===== src/rtl/adcs_pkg.sv =====
// Shared constants for the dual-sequence ADC controller.
// Assumes a 12-bit converter result and at most 12 channels.
package adcs_pkg;
    localparam int RES_W = 12;
    localparam int CH_W  = 4;

    // control word field positions
    localparam int F_SRC_LO = 12;
    localparam int F_SRC_HI = 17;
    localparam int F_POL    = 18;
    localparam int F_BYP    = 19;
    localparam int F_START  = 26;
    localparam int F_BURST  = 27;
    localparam int F_STEP   = 28;
    localparam int F_PRI    = 29;
    localparam int F_EOS    = 30;
    localparam int F_EN     = 31;

    // bits kept in a control register (20..26 read as zero)
    localparam logic [31:0] CTRL_KEEP = 32'hF80F_FFFF;

    // flags word layout
    localparam int FL_CH_OVR  = 12;
    localparam int FL_SEQ_OVR = 24;
    localparam int FL_SEQ_INT = 28;

    // word addresses
    localparam logic [4:0] A_CTRL_A = 5'd0;
    localparam logic [4:0] A_CTRL_B = 5'd1;
    localparam logic [4:0] A_GLB_A  = 5'd2;
    localparam logic [4:0] A_GLB_B  = 5'd3;
    localparam logic [4:0] A_FLAGS  = 5'd4;
    localparam logic [4:0] A_CHAN0  = 5'd16;

    // pack a stored result into its register word
    function automatic logic [31:0] slot_word(input logic vld, input logic ovr,
                                              input logic [CH_W-1:0] ch,
                                              input logic [RES_W-1:0] res);
        return {vld, ovr, ch, 10'b0, res, 4'b0};
    endfunction
endpackage


===== src/rtl/adcs_trig_edge.sv =====
// Hardware trigger edge detector for one sequence.
// Picks one line out of NTRIG, optionally passes it through a two-flop
// synchroniser, and pulses edge_o for one cycle on the chosen polarity.
// Assumes a select value beyond NTRIG-1 means "no trigger".
module adcs_trig_edge #(
    parameter int NTRIG = 8,
    parameter int SW    = 6
) (
    input  logic             clk,
    input  logic             rst_n,
    input  logic [NTRIG-1:0] trig_i,
    input  logic [SW-1:0]    sel_i,
    input  logic             rising_i,
    input  logic             bypass_i,
    output logic             edge_o
);
    logic [NTRIG-1:0] s1_q, s2_q;
    logic             pick, prev_q;

    // two-stage synchroniser on every line
    always_ff @(posedge clk) begin
        if (!rst_n) begin
            s1_q <= '0;
            s2_q <= '0;
        end else begin
            s1_q <= trig_i;
            s2_q <= s1_q;
        end
    end

    // select the programmed line, raw or synchronised
    always_comb begin
        pick = 1'b0;
        for (int i = 0; i < NTRIG; i++) begin
            if (sel_i == SW'(i)) pick = bypass_i ? trig_i[i] : s2_q[i];
        end
    end

    // remember the previous level for edge detection
    always_ff @(posedge clk) begin
        if (!rst_n) prev_q <= 1'b0;
        else        prev_q <= pick;
    end

    assign edge_o = rising_i ? (pick & ~prev_q) : (~pick & prev_q);
endmodule


===== src/rtl/adcs_seq_walk.sv =====
// One conversion sequence: holds its control register, accepts triggers,
// walks the channel mask in ascending order and raises a request per step.
// Assumes the arbiter grants only while it has no conversion outstanding
// and routes done_i only to the sequence owning that conversion.
module adcs_seq_walk
    import adcs_pkg::*;
#(
    parameter int NCH = 12
) (
    input  logic            clk,
    input  logic            rst_n,
    input  logic            wr_i,
    input  logic [31:0]     wdata_i,
    input  logic            hw_edge_i,
    input  logic            gnt_i,
    input  logic            done_i,
    output logic [31:0]     ctrl_o,
    output logic            want_o,
    output logic [CH_W-1:0] chan_o,
    output logic            eoc_o,
    output logic            eos_o
);
    logic [31:0]     ctrl_q;
    logic            active_q, want_q, busy_q;
    logic [CH_W-1:0] ptr_q;
    logic [NCH-1:0]  st_mask;
    logic            en_next, sw_go, hw_go, burst_go, go;
    logic            next_found, first_found;
    logic [CH_W-1:0] next_ch, first_ch;

    assign st_mask  = wr_i ? wdata_i[NCH-1:0] : ctrl_q[NCH-1:0];
    assign en_next  = wr_i ? wdata_i[F_EN] : ctrl_q[F_EN];
    assign sw_go    = wr_i & wdata_i[F_START] & wdata_i[F_EN];
    assign hw_go    = ctrl_q[F_EN] & hw_edge_i;
    assign burst_go = ctrl_q[F_EN] & ctrl_q[F_BURST] & ~active_q & ~busy_q;
    assign go       = sw_go | hw_go | burst_go;

    // lowest selected channel above the current one, and lowest overall
    always_comb begin
        next_found  = 1'b0;
        next_ch     = '0;
        first_found = 1'b0;
        first_ch    = '0;
        for (int i = NCH - 1; i >= 0; i--) begin
            if (ctrl_q[i] && i > int'(ptr_q)) begin
                next_found = 1'b1;
                next_ch    = CH_W'(i);
            end
            if (st_mask[i]) begin
                first_found = 1'b1;
                first_ch    = CH_W'(i);
            end
        end
    end

    // control register and walk state
    always_ff @(posedge clk) begin
        if (!rst_n) begin
            ctrl_q   <= '0;
            active_q <= 1'b0;
            want_q   <= 1'b0;
            busy_q   <= 1'b0;
            ptr_q    <= '0;
        end else begin
            if (wr_i) ctrl_q <= wdata_i & CTRL_KEEP;
            if (gnt_i) begin
                want_q <= 1'b0;
                busy_q <= 1'b1;
            end
            if (done_i) begin
                busy_q <= 1'b0;
                if (active_q) begin
                    if (next_found) begin
                        ptr_q  <= next_ch;
                        want_q <= ~ctrl_q[F_STEP];
                    end else begin
                        active_q <= 1'b0;
                    end
                end
            end
            if (go) begin
                if (!active_q && first_found) begin
                    active_q <= 1'b1;
                    ptr_q    <= first_ch;
                    want_q   <= 1'b1;
                end else if (active_q && ctrl_q[F_STEP] && !want_q && !busy_q) begin
                    want_q <= 1'b1;
                end
            end
            if (!en_next) begin
                active_q <= 1'b0;
                want_q   <= 1'b0;
            end
        end
    end

    assign ctrl_o = ctrl_q;
    assign want_o = want_q;
    assign chan_o = ptr_q;
    assign eoc_o  = done_i;
    assign eos_o  = done_i & active_q & ~next_found;

    // a disabled sequence holds nothing pending or in progress
    p_off_idle_r12: assert property (@(posedge clk) disable iff (!rst_n)
        !ctrl_q[F_EN] |-> (!want_q && !active_q));

    // in single-step mode a finished conversion does not re-arm
    p_step_pause_r10: assert property (@(posedge clk) disable iff (!rst_n)
        (done_i && ctrl_q[F_STEP]) |=> !want_q);
endmodule


===== src/rtl/adcs_slot_bank.sv =====
// Bank of N result slots, each with valid and overrun status.
// A write stores channel and result, setting overrun when the slot is still
// valid; a read-clear drops valid and overrun. A write wins over a clear.
// Assumes wr_idx_i is below N whenever wr_i is high.
module adcs_slot_bank
    import adcs_pkg::*;
#(
    parameter int N  = 12,
    parameter int IW = (N > 1) ? $clog2(N) : 1
) (
    input  logic             clk,
    input  logic             rst_n,
    input  logic             wr_i,
    input  logic [IW-1:0]    wr_idx_i,
    input  logic [CH_W-1:0]  wr_chan_i,
    input  logic [RES_W-1:0] wr_res_i,
    input  logic             clr_i,
    input  logic [IW-1:0]    rd_idx_i,
    output logic [31:0]      rd_word_o,
    output logic             ovr_hit_o
);
    logic [N-1:0]     valid_q, ovr_q;
    logic [CH_W-1:0]  chan_q [N];
    logic [RES_W-1:0] res_q  [N];
    logic             same_clr;

    assign same_clr  = clr_i && (rd_idx_i == wr_idx_i);
    assign ovr_hit_o = wr_i & valid_q[wr_idx_i] & ~same_clr;

    for (genvar i = 0; i < N; i++) begin : g_slot
        // store a result or clear status on read
        always_ff @(posedge clk) begin
            if (!rst_n) begin
                valid_q[i] <= 1'b0;
                ovr_q[i]   <= 1'b0;
                chan_q[i]  <= '0;
                res_q[i]   <= '0;
            end else if (wr_i && wr_idx_i == IW'(i)) begin
                valid_q[i] <= 1'b1;
                ovr_q[i]   <= valid_q[i] & ~same_clr;
                chan_q[i]  <= wr_chan_i;
                res_q[i]   <= wr_res_i;
            end else if (clr_i && rd_idx_i == IW'(i)) begin
                valid_q[i] <= 1'b0;
                ovr_q[i]   <= 1'b0;
            end
        end

        // overrun can only be flagged on a slot holding valid data
        p_ovr_valid_r6: assert property (@(posedge clk) disable iff (!rst_n)
            ovr_q[i] |-> valid_q[i]);
    end

    // read mux; indices past N read as zero
    always_comb begin
        rd_word_o = '0;
        for (int i = 0; i < N; i++) begin
            if (rd_idx_i == IW'(i)) rd_word_o = slot_word(valid_q[i], ovr_q[i], chan_q[i], res_q[i]);
        end
    end
endmodule


===== src/rtl/adc_dual_sequencer.sv =====
// Dual-sequence ADC controller top. Two sequence walkers share one
// converter through a priority arbiter; results land in per-channel and
// per-sequence slots, events in a write-1-to-clear flags word.
// Assumes NCH <= 12, one conversion outstanding, conv_done one cycle wide.
module adc_dual_sequencer
    import adcs_pkg::*;
#(
    parameter int NCH   = 12,
    parameter int NTRIG = 8
) (
    input  logic             clk,
    input  logic             rst_n,
    input  logic             reg_wr,
    input  logic             reg_rd,
    input  logic [4:0]       reg_addr,
    input  logic [31:0]      reg_wdata,
    output logic [31:0]      reg_rdata,
    input  logic [NTRIG-1:0] hw_trig,
    output logic             conv_req,
    output logic [CH_W-1:0]  conv_chan,
    input  logic             conv_done,
    input  logic [RES_W-1:0] conv_result
);
    localparam int NSEQ = 2;
    localparam int CIW  = (NCH > 1) ? $clog2(NCH) : 1;
    localparam int SW   = F_SRC_HI - F_SRC_LO + 1;

    logic [31:0]     ctrl  [NSEQ];
    logic [CH_W-1:0] chan  [NSEQ];
    logic [NSEQ-1:0] want, gnt, done, eoc, eos, hw_edge;
    logic            busy_q, owner_q, pick_b, fin;
    logic [CH_W-1:0] fin_ch;
    logic [31:0]     flags_q, flags_set;
    logic [31:0]     ch_word, gl_word;
    logic            ch_ovr, gl_ovr;

    for (genvar s = 0; s < NSEQ; s++) begin : g_seq
        adcs_trig_edge #(.NTRIG(NTRIG), .SW(SW)) u_edge (
            .clk      (clk),
            .rst_n    (rst_n),
            .trig_i   (hw_trig),
            .sel_i    (ctrl[s][F_SRC_HI:F_SRC_LO]),
            .rising_i (ctrl[s][F_POL]),
            .bypass_i (ctrl[s][F_BYP]),
            .edge_o   (hw_edge[s])
        );
        adcs_seq_walk #(.NCH(NCH)) u_walk (
            .clk       (clk),
            .rst_n     (rst_n),
            .wr_i      (reg_wr && reg_addr == 5'(s)),
            .wdata_i   (reg_wdata),
            .hw_edge_i (hw_edge[s]),
            .gnt_i     (gnt[s]),
            .done_i    (done[s]),
            .ctrl_o    (ctrl[s]),
            .want_o    (want[s]),
            .chan_o    (chan[s]),
            .eoc_o     (eoc[s]),
            .eos_o     (eos[s])
        );
        assign done[s] = conv_done & busy_q & (owner_q == 1'(s));
    end

    // arbitration: B only when A idle or B alone holds priority
    assign pick_b    = want[1] & (~want[0] | (ctrl[1][F_PRI] & ~ctrl[0][F_PRI]));
    assign gnt[1]    = ~busy_q & pick_b;
    assign gnt[0]    = ~busy_q & want[0] & ~pick_b;
    assign conv_req  = |gnt;
    assign conv_chan = gnt[1] ? chan[1] : chan[0];

    // track the outstanding conversion and its owner
    always_ff @(posedge clk) begin
        if (!rst_n) begin
            busy_q  <= 1'b0;
            owner_q <= 1'b0;
        end else if (conv_req) begin
            busy_q  <= 1'b1;
            owner_q <= gnt[1];
        end else if (conv_done) begin
            busy_q  <= 1'b0;
        end
    end

    assign fin    = conv_done & busy_q;
    assign fin_ch = chan[owner_q];

    adcs_slot_bank #(.N(NCH)) u_chan_bank (
        .clk       (clk),
        .rst_n     (rst_n),
        .wr_i      (fin),
        .wr_idx_i  (CIW'(fin_ch)),
        .wr_chan_i (fin_ch),
        .wr_res_i  (conv_result),
        .clr_i     (reg_rd & reg_addr[4]),
        .rd_idx_i  (CIW'(reg_addr - A_CHAN0)),
        .rd_word_o (ch_word),
        .ovr_hit_o (ch_ovr)
    );

    adcs_slot_bank #(.N(NSEQ)) u_glob_bank (
        .clk       (clk),
        .rst_n     (rst_n),
        .wr_i      (fin),
        .wr_idx_i  (owner_q),
        .wr_chan_i (fin_ch),
        .wr_res_i  (conv_result),
        .clr_i     (reg_rd && (reg_addr == A_GLB_A || reg_addr == A_GLB_B)),
        .rd_idx_i  (reg_addr[0]),
        .rd_word_o (gl_word),
        .ovr_hit_o (gl_ovr)
    );

    // events raised this cycle
    always_comb begin
        flags_set = '0;
        for (int i = 0; i < NCH; i++) begin
            if (ch_ovr && fin_ch == CH_W'(i)) flags_set[FL_CH_OVR + i] = 1'b1;
        end
        for (int s = 0; s < NSEQ; s++) begin
            if (gl_ovr && owner_q == 1'(s)) flags_set[FL_SEQ_OVR + s] = 1'b1;
            if (ctrl[s][F_EOS] ? eos[s] : eoc[s]) flags_set[FL_SEQ_INT + s] = 1'b1;
        end
    end

    // flags: set wins over a write-1 clear
    always_ff @(posedge clk) begin
        if (!rst_n) flags_q <= '0;
        else if (reg_wr && reg_addr == A_FLAGS) flags_q <= (flags_q & ~reg_wdata) | flags_set;
        else flags_q <= flags_q | flags_set;
    end

    // register read mux
    always_comb begin
        case (reg_addr)
            A_CTRL_A: reg_rdata = ctrl[0];
            A_CTRL_B: reg_rdata = ctrl[1];
            A_GLB_A,
            A_GLB_B:  reg_rdata = gl_word;
            A_FLAGS:  reg_rdata = flags_q;
            default:  reg_rdata = reg_addr[4] ? ch_word : '0;
        endcase
    end

    // one conversion at a time, so requests never come back to back
    p_req_spacing_r14: assert property (@(posedge clk) disable iff (!rst_n)
        conv_req |=> !conv_req);

    // a completion only ever answers an outstanding request
    p_done_owned_r14: assert property (@(posedge clk) disable iff (!rst_n)
        conv_done |-> busy_q);
endmodule


===== config.mk =====
export PLATFORM = sky130hd
export DESIGN_NAME = adc_dual_sequencer
export DESIGN_NICKNAME = d
export VERILOG_FILES = /design/src/rtl/adcs_pkg.sv /design/src/rtl/adcs_trig_edge.sv /design/src/rtl/adcs_seq_walk.sv /design/src/rtl/adcs_slot_bank.sv /design/src/rtl/adc_dual_sequencer.sv
export SDC_FILE = /design/constraint.sdc
export NUM_CORES = 1
export LEC_CHECK = 0
export BUFFER_PORTS_ARGS = -buffer_cell sky130_fd_sc_hd__buf_2
export CORE_ASPECT_RATIO = 0.75
export CORE_MARGIN = 10
export CORE_UTILIZATION = 55
export DETAILED_ROUTE_END_ITERATION = 7
export GPL_TIMING_DRIVEN = 0
export HOLD_SLACK_MARGIN = 0.02
export PLACE_DENSITY = 0.76
export SYNTH_ARGS = -nofsm -noshare
export SYNTH_HDL_FRONTEND = slang
export SYNTH_SLANG_ARGS = --single-unit

===== constraint.sdc =====
create_clock -name clk -period 3.1 [get_ports clk]
set_clock_uncertainty 0.05 [all_clocks]
set_input_delay 0 -clock clk [delete_from_list [all_inputs] [get_ports clk]]
set_output_delay 0 -clock clk [all_outputs]
set_load 0.02 [all_outputs]

==> impl_metrics.env <==
export IMPL_status="complete, but fails checks"
export IMPL_violations="negative setup slack"
export IMPL_rsz0062_at_grt="true"
export IMPL_fin_nets=2041
export IMPL_cts_sinks=368
export IMPL_crit_start="reg_addr[3]"
export IMPL_ys_flop_type="edfxtp_1"
export IMPL_fin_crit_ps=3180
export IMPL_comb_power_share_pct=8.3
export IMPL_clkPwrFrac_pct=41.5
export IMPL_cellLeakagePower_uw=0.00794
export IMPL_utilization_pct=65.6
export IMPL_vias=16000
export IMPL_die_height_um=175
export IMPL_htreeDepth=2
export IMPL_wl_met3_um=11200
export IMPL_drcViolationCount=0
export IMPL_tightest_slew_ps=1010
export IMPL_routed_wl_um=65300
export IMPL_switching_share_pct=25.0
export IMPL_synth_area_leaders="edfxtp_1 (38%), dfxtp_1 (16%), nand2_1 (5.8%)"
export IMPL_crit_chain="clkbuf_1 -> nor2b_1 -> and3_1 -> clkbuf_1 -> clkbuf_1 -> a222oi_1 -> o221ai_1 -> buf_2"
export IMPL_fin_ws_ps=-78.1
export IMPL_grt_pass1_wl_um=95100
export IMPL_dp_hpwl_um=47700
export IMPL_antenna_cells=0
export IMPL_area_delta_synth_final_pct=16.8
export IMPL_cts_tree="done"
export IMPL_ios=99
export IMPL_cp_data_arrival_time_ps=3130
export IMPL_grt_pass1_vias=14700
export IMPL_cts_root_buf="clkbuf_16"
export IMPL_cpMostUsedCell="clkbuf_1"
export IMPL_drive_gt1_share_pct=13.1
export IMPL_fp_dieW_um=227
export IMPL_routed_wl_met2_um=26600
export IMPL_synth_seq_cells=368
export IMPL_vias_per_cell=6.63
export IMPL_finalSetupViolCount=3
export IMPL_ir_worst_vdd_mv=0.445
export IMPL_top_layer="met5"
export IMPL_start_util_pct=56.2
export IMPL_synth_edf_count=224
export IMPL_p_int_uw=7980
export IMPL_syn_area_per_cell_um2=10.1
export IMPL_gp_congestion=1.07
export IMPL_seq_area_frac_synth_pct=54.3
export IMPL_syn_area_mm2=0.0177
export IMPL_synth_top_area_share_pct=38.0
export IMPL_min_from="rst_n"
export IMPL_grt_max_degree=18
export IMPL_power_frac_seq_pct=50.3
export IMPL_slowest_delay_ps=550
export IMPL_hold_viol=0
export IMPL_routedWlPerCell_um=27.1
export IMPL_ys_warnings_count=0
export IMPL_cp_max_fo=10
export IMPL_rows=56
export IMPL_fillCellCount=2482
export IMPL_critPathLaunchType="primary input"
export IMPL_hold_ws_ps=65.0
export IMPL_yosysUniqueCellTypes=78
export IMPL_wirelength_met1_um=25800
export IMPL_postRouteAntennaNets=0
export IMPL_maxSlewHeadroom_pct=32.8
export IMPL_path_buf_inv=4
export IMPL_ys_async_sr_fraction_pct=0
export IMPL_dieArea_mm2=0.0398
export IMPL_clock_path_buffers=3
export IMPL_post_route_period_util_pct=103
export IMPL_first_pass_iters=6
export IMPL_slowest_stage="nor2b_1"
export IMPL_gr_total_overflow=0
export IMPL_maxSlewViolCount=0
export IMPL_core_mm2=0.0315
export IMPL_cp_required_ps=3050
export IMPL_syn_inst=1754
export IMPL_numCtsBuffers=38
export IMPL_portBuffers=96
export IMPL_worstSetupPathType="in2out"
export IMPL_yosys_area_top_type="edfxtp_1"
export IMPL_clkTransAtPathRegs_ps=60
export IMPL_critPathTopFamily="buffers and inverters"
export IMPL_fmax_mhz=315
export IMPL_maxCapViolCount=0
export IMPL_drt_iter0_markers=2931
export IMPL_grt_use_total_pct=32.1
export IMPL_end_kind="primary output"
export IMPL_insertion_delay_ps=560
export IMPL_p_per_area_mw_per_mm2=516
export IMPL_holdCritPathClass="in2reg"
export IMPL_antenna_found_initial=1
export IMPL_switchingPower_uw=2670
export IMPL_r2r_start="owner_q$_SDFFE_PN0P_"
power by group through the flow:
stage | logic [uW] | clock network (uW) | registers (uW)
after floorplan | 411 | 0 | 5440
final | 879 | 4410 | 5360
after detailed placement | 777 | 0 | 5460
after global routing | 906 | 4570 | 5360
after CTS | 836 | 4380 | 5360
after global placement | 759 | 0 | 5460
metal layers:
metal  GRT usage (%)  up-vias
met3            11.7      151
met1            46.4     7715
met2            44.3     1307
met4            8.40        2
li1                -     6819
met5               0        -
registers in the layout, summed over array words and instances (netlist names), 8 cells and up:
signal and flops:
u_glob_bank.res_q 24, flags_q 32, u_chan_bank.valid_q 12, u_chan_bank.chan_q 48, g_seq.u_walk.ctrl_o 50, u_glob_bank.chan_q 8, u_chan_bank.res_q 144, g_seq.u_edge.s2_q 8
g_seq.u_walk.chan_o 8, u_chan_bank.ovr_q 12, g_seq.u_edge.s1_q 8
cells in the mapped netlist (6+ instances only):
| cell type | number |
|---|---|
| nand2_1 | 271 |
| edfxtp_1 | 224 |
| dfxtp_1 | 144 |
| a21oi_1 | 137 |
| and3_1 | 117 |
| clkbuf_1 | 109 |
| nor2_1 | 109 |
| and2_1 | 87 |
| o21ai_0 | 81 |
| mux2i_1 | 56 |
| nand3_1 | 50 |
| nor3_1 | 32 |
| a22oi_1 | 28 |
| a221oi_1 | 26 |
| mux4_2 | 25 |
| inv_1 | 22 |
| nor2b_1 | 18 |
| buf_2 | 16 |
| nand2b_1 | 15 |
| mux2_2 | 14 |
| nor4_1 | 10 |
| o211ai_1 | 10 |
| buf_1 | 8 |
| o21a_1 | 8 |
| a31oi_1 | 7 |
| o2111ai_1 | 7 |
| o221a_2 | 7 |
| o221ai_1 | 7 |
| a21boi_0 | 6 |
| nand4_1 | 6 |
| o22ai_1 | 6 |
per-stage QoR:
stage	instances	area, um2	total power [uW]	setup slack [ps]	TNS, ps
2_1_floorplan	1781	17800	5850	122	0
3_3_place_gp	2283	18800	6210	-1140	-56730
3_5_place_dp	2287	18900	6240	-162	-777
4_1_cts	2410	20600	10600	6.58	0
5_1_grt	2411	20700	10800	-10.8	-28.9
6_report	2411	20700	10600	-78.1	-89.7
placed cells by master, fill, tap and decap left out, types with 10 or more instances in the layout:
| cell | instances |
|---|---|
| a21oi_1 | 137 |
| a221oi_1 | 26 |
| a22oi_1 | 28 |
| and2_1 | 87 |
| and3_1 | 117 |
| buf_2 | 110 |
| clkbuf_1 | 111 |
| clkbuf_16 | 38 |
| conb_1 | 28 |
| dfxtp_1 | 144 |
| dlygate4sd3_1 | 57 |
| edfxtp_1 | 224 |
| inv_1 | 22 |
| mux2_2 | 14 |
| mux2i_1 | 56 |
| mux4_2 | 25 |
| nand2_1 | 263 |
| nand2b_1 | 15 |
| nand3_1 | 49 |
| nor2_1 | 108 |
| nor2b_1 | 18 |
| nor3_1 | 31 |
| nor4_1 | 10 |
| o211ai_1 | 10 |
| o21ai_0 | 77 |
worst reg2reg max path, delay by kind of cell, from the launching register on:
family | cells | cell delay, ps
simple gates | 3 | 1300
mux | 1 | 610
buf+inv | 2 | 380
flops | 1 | 300
layout make-up:
cell class	count	area, um2	share of cell area, %
Tap cell	406	508	2.46
Sequential cell	368	9610	46.5
Clock inverter	15	119	0.576
Clock buffer	51	1050	5.09
Multi-Input combinational cell	1250	7570	36.7
Timing Repair Buffer	158	1120	5.42
Inverter	23	86.3	0.418
Buffer	140	589	2.85
timing repair:
item / CTS / global route
gates resized for setup: 4 / 22
buffers inserted: 0 / 1
pin swaps: 0 / 1
endpoints found under the setup margin: 13 / 169
cloned: 0 / 0
hold endpoints to repair: 149 / 0
hold buffers: 57 / 0
logic make-up (layout without fill, tap and decap cells):
logic type             count (synthesis)  after routing  synth area share, %
flip-flops                           368            368                 54.3
AO/OA/AOI/OAI                        376            376                 13.5
other                                  1             28               0.0212
AND/OR/NAND/NOR                      743            743                 20.6
XOR/XNOR                               4              4                0.198
buffers and inverters                163            387                 3.71
multiplexers                          99             99                 7.57
path summary, 6_finish.rpt:
check,endpoint,slack (ps),cells past startpoint
setup / recovery,reg_rdata[26],-80,8
hold / removal,g_seq[0].u_walk.ctrl_o[31]$_SDFFE_PN0P_,60,3
hold reg to reg,g_seq[1].u_edge.s2_q[0]$_SDFF_PN0_,390,1
setup reg to reg,u_chan_bank.chan_q[2][13]$_SDFFCE_PN0P_,100,6
No activity file was read; power rests on OpenSTA's default activity.
